$ cat src/rtl/can_err_pkg.sv
package can_err_pkg;
  localparam int unsigned REG_W     = 8;
  localparam int unsigned CODE_W    = 7;
  localparam int unsigned ADDR_W    = 3;
  localparam int unsigned SUM_BIT   = 5;
  localparam int unsigned MODE_BIT  = 7;

  typedef enum logic [ADDR_W-1:0] {
    A_FACTOR = 3'd0,
    A_CODE   = 3'd1,
    A_FEN    = 3'd2,
    A_IEN    = 3'd3,
    A_ISTAT  = 3'd4,
    A_TXCNT  = 3'd5,
    A_RXCNT  = 3'd6
  } reg_addr_e;
endpackage

$ cat src/rtl/cer_flag_bank.sv
module cer_flag_bank #(
  parameter int unsigned W = 8
) (
  input  logic         clk_i,
  input  logic         rst_ni,
  input  logic         set_en_i,
  input  logic [W-1:0] set_i,
  input  logic         clr_we_i,
  input  logic [W-1:0] keep_i,
  output logic [W-1:0] flags_o
);
  logic [W-1:0] q, keep_mask, set_mask;

  assign keep_mask = clr_we_i ? keep_i : {W{1'b1}};
  assign set_mask  = set_en_i ? set_i  : '0;

  // Set has priority over clear on a per-bit basis.
  always_ff @(posedge clk_i) begin
    if (!rst_ni) q <= '0;
    else         q <= (q & keep_mask) | set_mask;
  end

  assign flags_o = q;

  p_set_sticks_r4: assert property (@(posedge clk_i) disable iff (!rst_ni)
    (set_en_i && set_i != '0) |=> ((q & $past(set_i)) == $past(set_i)));

  p_hold_idle_r2: assert property (@(posedge clk_i) disable iff (!rst_ni)
    (!clr_we_i && !(set_en_i && set_i != '0)) |=> $stable(q));

  p_keep_ones_r3: assert property (@(posedge clk_i) disable iff (!rst_ni)
    clr_we_i |=> ((($past(q) & $past(keep_i)) & ~q) == '0));

  p_rise_only_on_evt_r2: assert property (@(posedge clk_i) disable iff (!rst_ni)
    1'b1 |=> ((q & ~$past(q) & ~($past(set_en_i) ? $past(set_i) : '0)) == '0));
endmodule

$ cat src/rtl/cer_code_store.sv
module cer_code_store
  import can_err_pkg::*;
(
  input  logic              clk_i,
  input  logic              rst_ni,
  input  logic [CODE_W-1:0] code_evt_i,
  input  logic              wr_i,
  input  logic [REG_W-1:0]  wdata_i,
  output logic [REG_W-1:0]  value_o
);
  logic              accum_q;
  logic              accept;
  logic [CODE_W-1:0] codes;

  // First-error mode admits new codes only into an empty store.
  assign accept = accum_q || (codes == '0);

  always_ff @(posedge clk_i) begin
    if (!rst_ni)   accum_q <= 1'b0;
    else if (wr_i) accum_q <= wdata_i[MODE_BIT];
  end

  cer_flag_bank #(.W(CODE_W)) u_bank (
    .clk_i    (clk_i),
    .rst_ni   (rst_ni),
    .set_en_i (accept),
    .set_i    (code_evt_i),
    .clr_we_i (wr_i),
    .keep_i   (wdata_i[CODE_W-1:0]),
    .flags_o  (codes)
  );

  assign value_o = {accum_q, codes};

  p_first_blocks_r6: assert property (@(posedge clk_i) disable iff (!rst_ni)
    (!accum_q && codes != '0 && !wr_i) |=> (codes == $past(codes)));

  p_accum_collects_r5: assert property (@(posedge clk_i) disable iff (!rst_ni)
    (accum_q && !wr_i) |=> (codes == ($past(codes) | $past(code_evt_i))));

  p_mode_load_r7: assert property (@(posedge clk_i) disable iff (!rst_ni)
    wr_i |=> (value_o[MODE_BIT] == $past(wdata_i[MODE_BIT])));
endmodule

$ cat src/rtl/cer_irq_summary.sv
module cer_irq_summary
  import can_err_pkg::*;
(
  input  logic             clk_i,
  input  logic             rst_ni,
  input  logic [REG_W-1:0] flags_i,
  input  logic [REG_W-1:0] enable_i,
  input  logic             irq_en_i,
  output logic             sum_o,
  output logic             irq_o
);
  logic sum_q;

  always_ff @(posedge clk_i) begin
    if (!rst_ni) sum_q <= 1'b0;
    else         sum_q <= |(flags_i & enable_i);
  end

  assign sum_o = sum_q;
  assign irq_o = sum_q & irq_en_i;

  p_sum_follows_r8: assert property (@(posedge clk_i) disable iff (!rst_ni)
    1'b1 |=> (sum_q == (($past(flags_i) & $past(enable_i)) != '0)));

  p_masked_quiet_r8: assert property (@(posedge clk_i) disable iff (!rst_ni)
    ((flags_i & enable_i) == '0) |=> !sum_q);

  p_irq_needs_sum_r9: assert property (@(posedge clk_i) disable iff (!rst_ni)
    irq_o |-> (sum_q && irq_en_i));
endmodule

$ cat src/rtl/can_err_unit.sv
module can_err_unit
  import can_err_pkg::*;
(
  input  logic              clk_i,
  input  logic              rst_ni,
  input  logic              reg_wr_i,
  input  logic [ADDR_W-1:0] reg_addr_i,
  input  logic [REG_W-1:0]  reg_wdata_i,
  output logic [REG_W-1:0]  reg_rdata_o,
  input  logic [REG_W-1:0]  factor_evt_i,
  input  logic [CODE_W-1:0] code_evt_i,
  input  logic [REG_W-1:0]  tx_err_cnt_i,
  input  logic [REG_W-1:0]  rx_err_cnt_i,
  output logic              err_irq_o
);
  logic [REG_W-1:0] factor_q, code_val, fen_q, ien_q, istat;
  logic             sum;
  logic             wr_factor, wr_code, wr_fen, wr_ien;

  assign wr_factor = reg_wr_i && (reg_addr_i == A_FACTOR);
  assign wr_code   = reg_wr_i && (reg_addr_i == A_CODE);
  assign wr_fen    = reg_wr_i && (reg_addr_i == A_FEN);
  assign wr_ien    = reg_wr_i && (reg_addr_i == A_IEN);

  cer_flag_bank #(.W(REG_W)) u_factor (
    .clk_i    (clk_i),
    .rst_ni   (rst_ni),
    .set_en_i (1'b1),
    .set_i    (factor_evt_i),
    .clr_we_i (wr_factor),
    .keep_i   (reg_wdata_i),
    .flags_o  (factor_q)
  );

  cer_code_store u_code (
    .clk_i      (clk_i),
    .rst_ni     (rst_ni),
    .code_evt_i (code_evt_i),
    .wr_i       (wr_code),
    .wdata_i    (reg_wdata_i),
    .value_o    (code_val)
  );

  always_ff @(posedge clk_i) begin
    if (!rst_ni) begin
      fen_q <= '0;
      ien_q <= '0;
    end else begin
      if (wr_fen) fen_q <= reg_wdata_i;
      if (wr_ien) ien_q <= reg_wdata_i;
    end
  end

  cer_irq_summary u_sum (
    .clk_i    (clk_i),
    .rst_ni   (rst_ni),
    .flags_i  (factor_q),
    .enable_i (fen_q),
    .irq_en_i (ien_q[SUM_BIT]),
    .sum_o    (sum),
    .irq_o    (err_irq_o)
  );

  always_comb begin
    istat          = '0;
    istat[SUM_BIT] = sum;
  end

  always_comb begin
    case (reg_addr_i)
      A_FACTOR: reg_rdata_o = factor_q;
      A_CODE:   reg_rdata_o = code_val;
      A_FEN:    reg_rdata_o = fen_q;
      A_IEN:    reg_rdata_o = ien_q;
      A_ISTAT:  reg_rdata_o = istat;
      A_TXCNT:  reg_rdata_o = tx_err_cnt_i;
      A_RXCNT:  reg_rdata_o = rx_err_cnt_i;
      default:  reg_rdata_o = '0;
    endcase
  end

  p_reset_quiet_r1: assert property (@(posedge clk_i)
    !rst_ni |=> (factor_q == '0 && code_val == '0 && !err_irq_o));

  p_cnt_view_r10: assert property (@(posedge clk_i) disable iff (!rst_ni)
    (reg_addr_i == A_TXCNT) |-> (reg_rdata_o == tx_err_cnt_i));
endmodule

$ cat config.mk
export PLATFORM = sky130hd
export DESIGN_NAME = can_err_unit
export DESIGN_NICKNAME = d
export VERILOG_FILES = /design/src/rtl/can_err_pkg.sv /design/src/rtl/cer_flag_bank.sv /design/src/rtl/cer_code_store.sv /design/src/rtl/cer_irq_summary.sv /design/src/rtl/can_err_unit.sv
export SDC_FILE = /design/constraint.sdc
export NUM_CORES = 1
export LEC_CHECK = 0
export BUFFER_PORTS_ARGS = -buffer_cell sky130_fd_sc_hd__buf_2
export CORE_ASPECT_RATIO = 1.5
export CORE_MARGIN = 5
export CORE_UTILIZATION = 50
export CTS_CLUSTER_DIAMETER = 40
export DETAILED_ROUTE_END_ITERATION = 6
export PLACE_DENSITY_LB_ADDON = 0.2
export SLEW_MARGIN = 0
export SYNTH_ARGS = -nofsm -noshare
export SYNTH_HDL_FRONTEND = slang
export SYNTH_SLANG_ARGS = --single-unit
$ cat constraint.sdc
create_clock -name clk_i -period 3.55 [get_ports clk_i]
set_input_delay 0.1775 -clock clk_i [delete_from_list [all_inputs] [get_ports clk_i]]
set_output_delay 0.1775 -clock clk_i [all_outputs]
set_load 0.005 [all_outputs]
==> results of run 1 <==
[state kept, by name, summed over array words and instances, names as in the netlist]
signal	cells
u_code.accum_q	1
u_sum.sum_o	1
u_factor.flags_o	8
ien_q	8
fen_q	8
u_code.u_bank.flags_o	7
[routing by layer]
layer	track usage [%]	share of wire (%)	routed length [um]	up-vias
li1	-	-	-	808
met1	22.45	42	1844	719
met2	32.92	49	2176	47
met3	5.975	7.0	307	9
met4	7.425	1.7	76	0
met5	0	0	0	-
[through the flow]
step                hold slack, ps  utilization, %  setup WS (ps)  std cells   power, W
floorplan                    306.9               -           2301        197  0.0005960
global placement             411.4           58.28           1594        279  0.0006697
detailed placement           417.4           58.28           1597        279  0.0006729
CTS                          122.1           60.84           1880        286  0.0009525
global route                 119.3           60.84           1742        286   0.001006
finish                       123.8           60.84           1860        286  0.0009450
[critical path: stages]
cell	delay (ps)
buf_2	240
nor4bb_2	1080
mux2i_1	290
nor2_1	50
[placed cells by master, fill, tap and decap left out, drive strengths merged]
| cell | netlist | layout |
|---|---|---|
| a21o | 3 | 3 |
| a21oi | 18 | 18 |
| a221oi | 8 | 8 |
| a22o | 3 | 3 |
| a22oi | 8 | 8 |
| a2bb2oi | 2 | 2 |
| a41oi | 1 | 1 |
| and2 | 2 | 2 |
| and4b | 1 | 1 |
| buf | 9 | 53 |
| clkbuf | 4 | 7 |
| clkinv | 1 | 1 |
| dfxtp | 33 | 33 |
| inv | 16 | 16 |
| mux2 | 3 | 3 |
| mux2i | 17 | 17 |
| nand2 | 16 | 16 |
| nand2b | 1 | 1 |
| nand4b | 1 | 1 |
| nand4bb | 1 | 1 |
| nor2 | 10 | 10 |
| nor2b | 6 | 6 |
| nor4 | 1 | 1 |
| nor4b | 1 | 1 |
| nor4bb | 1 | 1 |
| o211ai | 7 | 7 |
| o21ai | 15 | 15 |
| o22ai | 6 | 6 |
| or2 | 1 | 1 |
| or4b | 1 | 1 |
[worst max-delay path by stage]
| stage | end | slack, ps | depth (start not counted) |
|---|---|---|---|
| after global placement | fen_q[3]$_SDFFE_PN0P_ | 1590 | 4 |
| after CTS | fen_q[2]$_SDFFE_PN0P_ | 1880 | 4 |
| after detailed placement | fen_q[2]$_SDFFE_PN0P_ | 1600 | 4 |
| after floorplan | u_factor.flags_o[5]$_SDFF_PN0_ | 2300 | 5 |
| final | fen_q[2]$_SDFFE_PN0P_ | 1860 | 4 |
| after global routing | fen_q[5]$_SDFFE_PN0P_ | 1740 | 4 |
[Yosys cell counts (3+ instances only)]
| cell type | count |
|---|---|
| dfxtp_1 | 33 |
| nand2_1 | 16 |
| o21ai_2 | 8 |
| a221oi_1 | 8 |
| inv_1 | 16 |
| a22o_1 | 3 |
| a21oi_1 | 18 |
| nor2b_1 | 6 |
| mux2i_1 | 17 |
| nor2_1 | 10 |
| o22ai_1 | 6 |
| a22oi_1 | 8 |
| clkbuf_1 | 4 |
| buf_2 | 4 |
| mux2_2 | 3 |
| o211ai_1 | 7 |
| a21o_1 | 3 |
| o21ai_0 | 7 |
[kinds of logic (layout without fill, tap and decap cells)]
| kind of cell | count (synthesis) | after routing | synth area share, % |
|---|---|---|---|
| AND/OR/NAND/NOR | 43 | 43 | 13.28 |
| flip-flops | 33 | 33 | 38.32 |
| buffers and inverters | 30 | 77 | 8.127 |
| AO/OA/AOI/OAI | 71 | 71 | 28.45 |
| multiplexers | 20 | 20 | 11.83 |
[power by group through the flow]
stage | Combinational (W) | Clock [W] | Sequential [W]
after global placement | 0.000190 | 0 | 0.000480
final | 0.000192 | 0.000280 | 0.000473
after global routing | 0.000219 | 0.000307 | 0.000480
after floorplan | 0.000133 | 0 | 0.000463
after CTS | 0.000194 | 0.000285 | 0.000474
after detailed placement | 0.000192 | 0 | 0.000481
[area by class of cell]
cell class	instances	area (um^2)	area share, %
tap	42	52.55	2.553
timing repair buffer	53	265.3	12.89
multi-input combinational	134	929.6	45.17
inverter	17	63.81	3.100
clock buffer	7	86.33	4.195
sequential	33	660.6	32.10
==> impl_metrics.py, run 1 <==
metrics = {
    "synthesis": {
        "syn-cell-area_um2": 1724,
        "syn_nets": 242,
        "synth_ff_type": "dfxtp_1",
        "ys_warn_count": 0,
        "synth_top_area_share_pct": 38.32,
        "synth-seq-cells": 33,
        "netlist_instances": 197,
        "synth_top_cell_by_area": "dfxtp_1",
        "postSynthAreaPerCell_um2": 8.752,
        "synth_area_leaders": "dfxtp_1 38%, mux2i_1 9.9%, a21oi_1 5.2%",
        "async_flop_share_pct": 0,
        "synth_edf_count": 0,
        "synth_cell_types": 34,
        "synth-seq-area-share_pct": 38.32,
    },
    "pwr": {
        "seqPwrFrac_pct": 50.1,
        "power.internal_w": 0.0006742,
        "combPwrFrac_pct": 20.3,
        "ir_worst_vdd_v": 0.0003441,
        "p_sw_w": 0.0002708,
        "switching_share_pct": 28.66,
        "power_density_nw_per_um2": 459.1,
        "clkPwrFrac_pct": 29.6,
        "leakagePower_nw": 0.8986,
    },
    "drt": {
        "drc": 0,
        "vias": 1583,
        "vias_per_cell": 5.535,
        "dr.pass1.iters": 4,
        "drtIter0Drc": 47,
        "drt_wl_total_um": 4404,
        "wl_per_cell_um": 15.40,
        "final_antenna_net_count": 0,
    },
    "worst_setup_path": {
        "reg2reg_depth": 3,
        "r2r-end": "u_code.u_bank.flags_o[0]$_SDFF_PN0_",
        "startpoint_type": "input port",
        "worstSetupPathType": "input port to flip-flop",
        "cp.required_ps": 3700,
        "end_kind": "flip-flop",
        "r2r_start": "u_code.u_bank.flags_o[3]$_SDFF_PN0_",
        "crit_arrival_ps": 1840,
        "path_max_fanout": 24,
        "critPathLaunch": "reg_addr_i[0]",
        "reg2reg_slack_ps": 2450,
    },
    "final_layout": {
        "area_growth_syn_to_layout_pct": 19.38,
        "drive_above_1_share_pct": 29.92,
        "design_area_um2": 2058,
        "final_net_count": 289,
        "diodes": 0,
        "num-fill-cells": 342,
    },
    "grt": {
        "grt_pass1_vias": 1528,
        "grt_antenna_before_repair": 0,
        "grt.overflow.total": 0,
        "grt_pass1_wl_um": 7024,
        "grt_max_degree": 27,
        "grt_util_all_layers_pct": 19.34,
    },
    "die": {
        "ios": 54,
        "std_cell_rows": 26,
        "die_h_um": 81.92,
        "start_util_pct": 50.96,
        "die_w_um": 57.95,
        "fp.coreArea_um2": 3383,
        "die_area_um2": 4747,
    },
    "sta": {
        "fin_crit_sh_pct": 47.62,
        "setup_viol": 0,
        "fin_tns_setup_ps": 0,
        "rsz0062_at_grt": "false",
        "skew_ps": 4.917,
        "hold_viol": 0,
        "fin_crit_ps": 1690,
        "worstMarginPinSlew_ps": 1210,
        "drv_slew": 0,
        "slew_headroom_pct": 18.19,
        "max_freq_mhz": 591.6,
    },
    "worst_hold_path": {
        "min_to": "u_factor.flags_o[0]$_SDFF_PN0_",
        "hold_start": "factor_evt_i[0]",
        "hp-class": "input port to flip-flop",
        "worstHoldPathCells": 3,
    },
    "cts": {
        "cts_num_sinks": 33,
        "path_clk_slew_ps": 60,
        "clkLatencyLatePin_ps": 280,
        "tritoncts": "built",
        "cts-resized-gates": 0,
        "numCtsBuffers": 5,
        "htree_levels": 2,
        "cts_buffer_depth": 2,
        "cts_setup_buffers": 0,
        "cts_root_buf": "clkbuf_8",
        "hold_buffers": 0,
    },
    "outcome": {
        "status": "completed",
    },
    "place": {
        "globalplace.congestion": 0.8950,
        "hpwl_um": 3383,
        "io_buffers": 53,
        "dpl-instance-area_um2": 1972,
    },
    "flow_run": {
        "drv_cap": 0,
    },
}
Power figures use the tool's default switching activity.
==> run 2: changes to the inputs <==
- ABC_AREA: not set -> 1
- clock period: 3.55 -> 1.6 ns (I/O delays scaled with it)
==> run 2 against run 1 <==
Worst setup slack got worse by 1500 ps. Via count increased by 19%. Worst hold slack got worse by 120 ps. Die area about the same. Clock power increased to 2.9 times the previous value. Register-to-register slack got worse by 2100 ps. Sequential share of layout area decreased by 1.9 points. Final cell count increased by 33%. Synthesized area about the same. Wire length increased by 5.4%. Sequential power increased by 120%. Total power increased to 2.5 times the previous value. Critical path type is now flip-flop to flip-flop. Highest routed layer unchanged.
==> impl_metrics.py, run 2 <==
metrics = {
    "worst_setup_path": {
        "end_kind": "flip-flop",
        "critPathLaunch": "u_code.u_bank.flags_o[2]$_SDFF_PN0_",
        "crit_arrival_ps": 1440,
        "worstSetupPathType": "flip-flop to flip-flop",
        "startpoint_type": "flip-flop",
        "r2r_start": "u_code.u_bank.flags_o[2]$_SDFF_PN0_",
        "path_max_fanout": 7,
        "cp.required_ps": 1810,
    },
    "cts": {
        "cts_setup_buffers": 0,
        "clkLatencyLatePin_ps": 290,
        "tritoncts": "built",
        "cts_num_sinks": 33,
        "cts_buffer_depth": 2,
        "path_clk_slew_ps": 70,
        "htree_levels": 2,
        "cts_root_buf": "clkbuf_8",
        "hold_buffers": 1,
        "numCtsBuffers": 5,
        "cts-resized-gates": 0,
    },
    "grt": {
        "gr-usage-met2_pct": 37.10,
        "grt_max_degree": 26,
        "grt_pass1_wl_um": 7472,
        "global_route.usage.met1_pct": 23.29,
        "grt.overflow.total": 0,
        "grt_util_all_layers_pct": 20.82,
        "grt_antenna_before_repair": 0,
        "grt_pass1_vias": 1717,
        "grt-busiest-layer": "met2",
        "met3_usage_pct": 5.346,
    },
    "sta": {
        "fin_crit_ps": 1234,
        "rsz0062_at_grt": "false",
        "fin_tns_setup_ps": 0,
        "skew_ps": 6.859,
        "worstMarginPinSlew_ps": 443.3,
        "whs_ps": 5.225,
        "slew_headroom_pct": 70.25,
        "max_freq_mhz": 810.1,
        "setup_viol": 0,
        "drv_slew": 0,
        "fin_crit_sh_pct": 77.15,
        "hold_viol": 0,
    },
    "drt": {
        "dr.pass1.iters": 4,
        "drtIter0Drc": 93,
        "wl_per_cell_um": 12.18,
        "drc": 0,
        "drt_wl_total_um": 4641,
        "final_antenna_net_count": 0,
        "vias": 1879,
        "vias_per_cell": 4.932,
    },
    "synthesis": {
        "netlist_instances": 277,
        "synth_top_cell_by_area": "dfxtp_1",
        "synth_ff_type": "dfxtp_1",
        "synth_top_area_share_pct": 38.29,
        "synth_common_cells": "103 x nand2_1, 33 x dfxtp_1, 32 x a21oi_1",
        "syn-cell-area_um2": 1725,
        "synth_area_leaders": "dfxtp_1 38%, nand2_1 22%, a21oi_1 9.3%",
        "async_flop_share_pct": 0,
        "synth_cell_types": 21,
        "synth-seq-cells": 33,
        "syn_nets": 322,
        "synth_edf_count": 0,
        "postSynthAreaPerCell_um2": 6.229,
        "ys_warn_count": 0,
        "yosysMostFrequentCell": "nand2_1",
        "synth-seq-area-share_pct": 38.29,
    },
    "die": {
        "die_h_um": 81.95,
        "ios": 54,
        "std_cell_rows": 26,
        "start_util_pct": 51.00,
        "die_w_um": 57.97,
        "die_area_um2": 4750,
        "fp.coreArea_um2": 3383,
    },
    "place": {
        "globalplace.congestion": 0.8751,
        "hpwl_um": 3562,
        "io_buffers": 53,
    },
    "final_layout": {
        "num-fill-cells": 350,
        "area_growth_syn_to_layout_pct": 26.69,
        "final_net_count": 383,
        "mostFrequentLayoutCell": "nand2_1",
        "drive_above_1_share_pct": 22.12,
        "diodes": 0,
        "mostFrequentLayoutCells": "103 x nand2_1, 53 x buf_2, 33 x dfxtp_1, 32 x a21oi_1, 30 x inv_1",
    },
    "worst_hold_path": {
        "hp-class": "input port to flip-flop",
        "hold_start": "factor_evt_i[2]",
    },
    "outcome": {
        "status": "completed",
    },
    "pwr": {
        "ir_worst_vdd_v": 0.0009082,
        "power_density_nw_per_um2": 1096,
        "leakagePower_nw": 1.071,
    },
    "flow_run": {
        "drv_cap": 0,
    },
}
-- run 2: path summary, 6_finish.rpt --
kind,to,slack (ps),depth (start not counted)
worst max-delay path,u_code.u_bank.flags_o[1]$_SDFF_PN0_,370,5
worst min-delay path,u_factor.flags_o[2]$_SDFF_PN0_,5,3
worst max register to register,u_code.u_bank.flags_o[1]$_SDFF_PN0_,370,5
worst min register to register,ien_q[1]$_SDFFE_PN0P_,460,2
-- run 2: kinds of logic after synthesis --
kind of cell | synth area share (%)
AO/OA/AOI/OAI | 15.23
buffers and inverters | 9.065
flip-flops | 38.29
AND/OR/NAND/NOR | 37.42
-- run 2: routing by layer --
layer,up-vias,routed length (um),part of all wire (%)
met5,-,0,0
met4,0,73,1.6
met3,5,290,6.2
met2,56,2403,52
met1,825,1873,40
li1,993,-,-
-- run 2: area by class of cell --
type                    instances  area [um^2]  share of cell area (%)
multi-input cells             205        908.4                   41.56
flip-flops and latches         33        660.6                   30.22
repair buffers                 61        327.8                   15.00
inverters                      32        120.1                   5.495
clock buffers                   7        86.33                   3.950
well taps                      42        52.55                   2.404
clock inverters                 1        30.03                   1.374
-- run 2: worst max-delay path, cell delays in order, from the launching register on --
cell	delay, ps
dfxtp_1	320
nor2_1	120
nand2_1	80
o21ai_1	370
nand2_1	130
a21oi_1	150
-- run 2: through the flow --
step	cell area (um^2)	total power [W]	instances	setup WS, ps	utilization [%]
3_3_place_gp	2059	0.001572	372	363.2	60.87
5_1_grt	2186	0.002536	381	178.0	64.61
6_report	2186	0.002395	381	365.6	64.61
2_1_floorplan	1725	0.001387	277	585.6	-
3_5_place_dp	2059	0.001583	372	344.2	60.87
4_1_cts	2186	0.002405	381	351.9	64.61
-- run 2: power by group --
part	leakage [nW]	switching (W)	internal (W)
combinational	0.742	0.000331	0.000220
sequential	0.271	0.0000845	0.000944
clock	0.0585	0.000308	0.000508
total	1.07	0.000724	0.00167
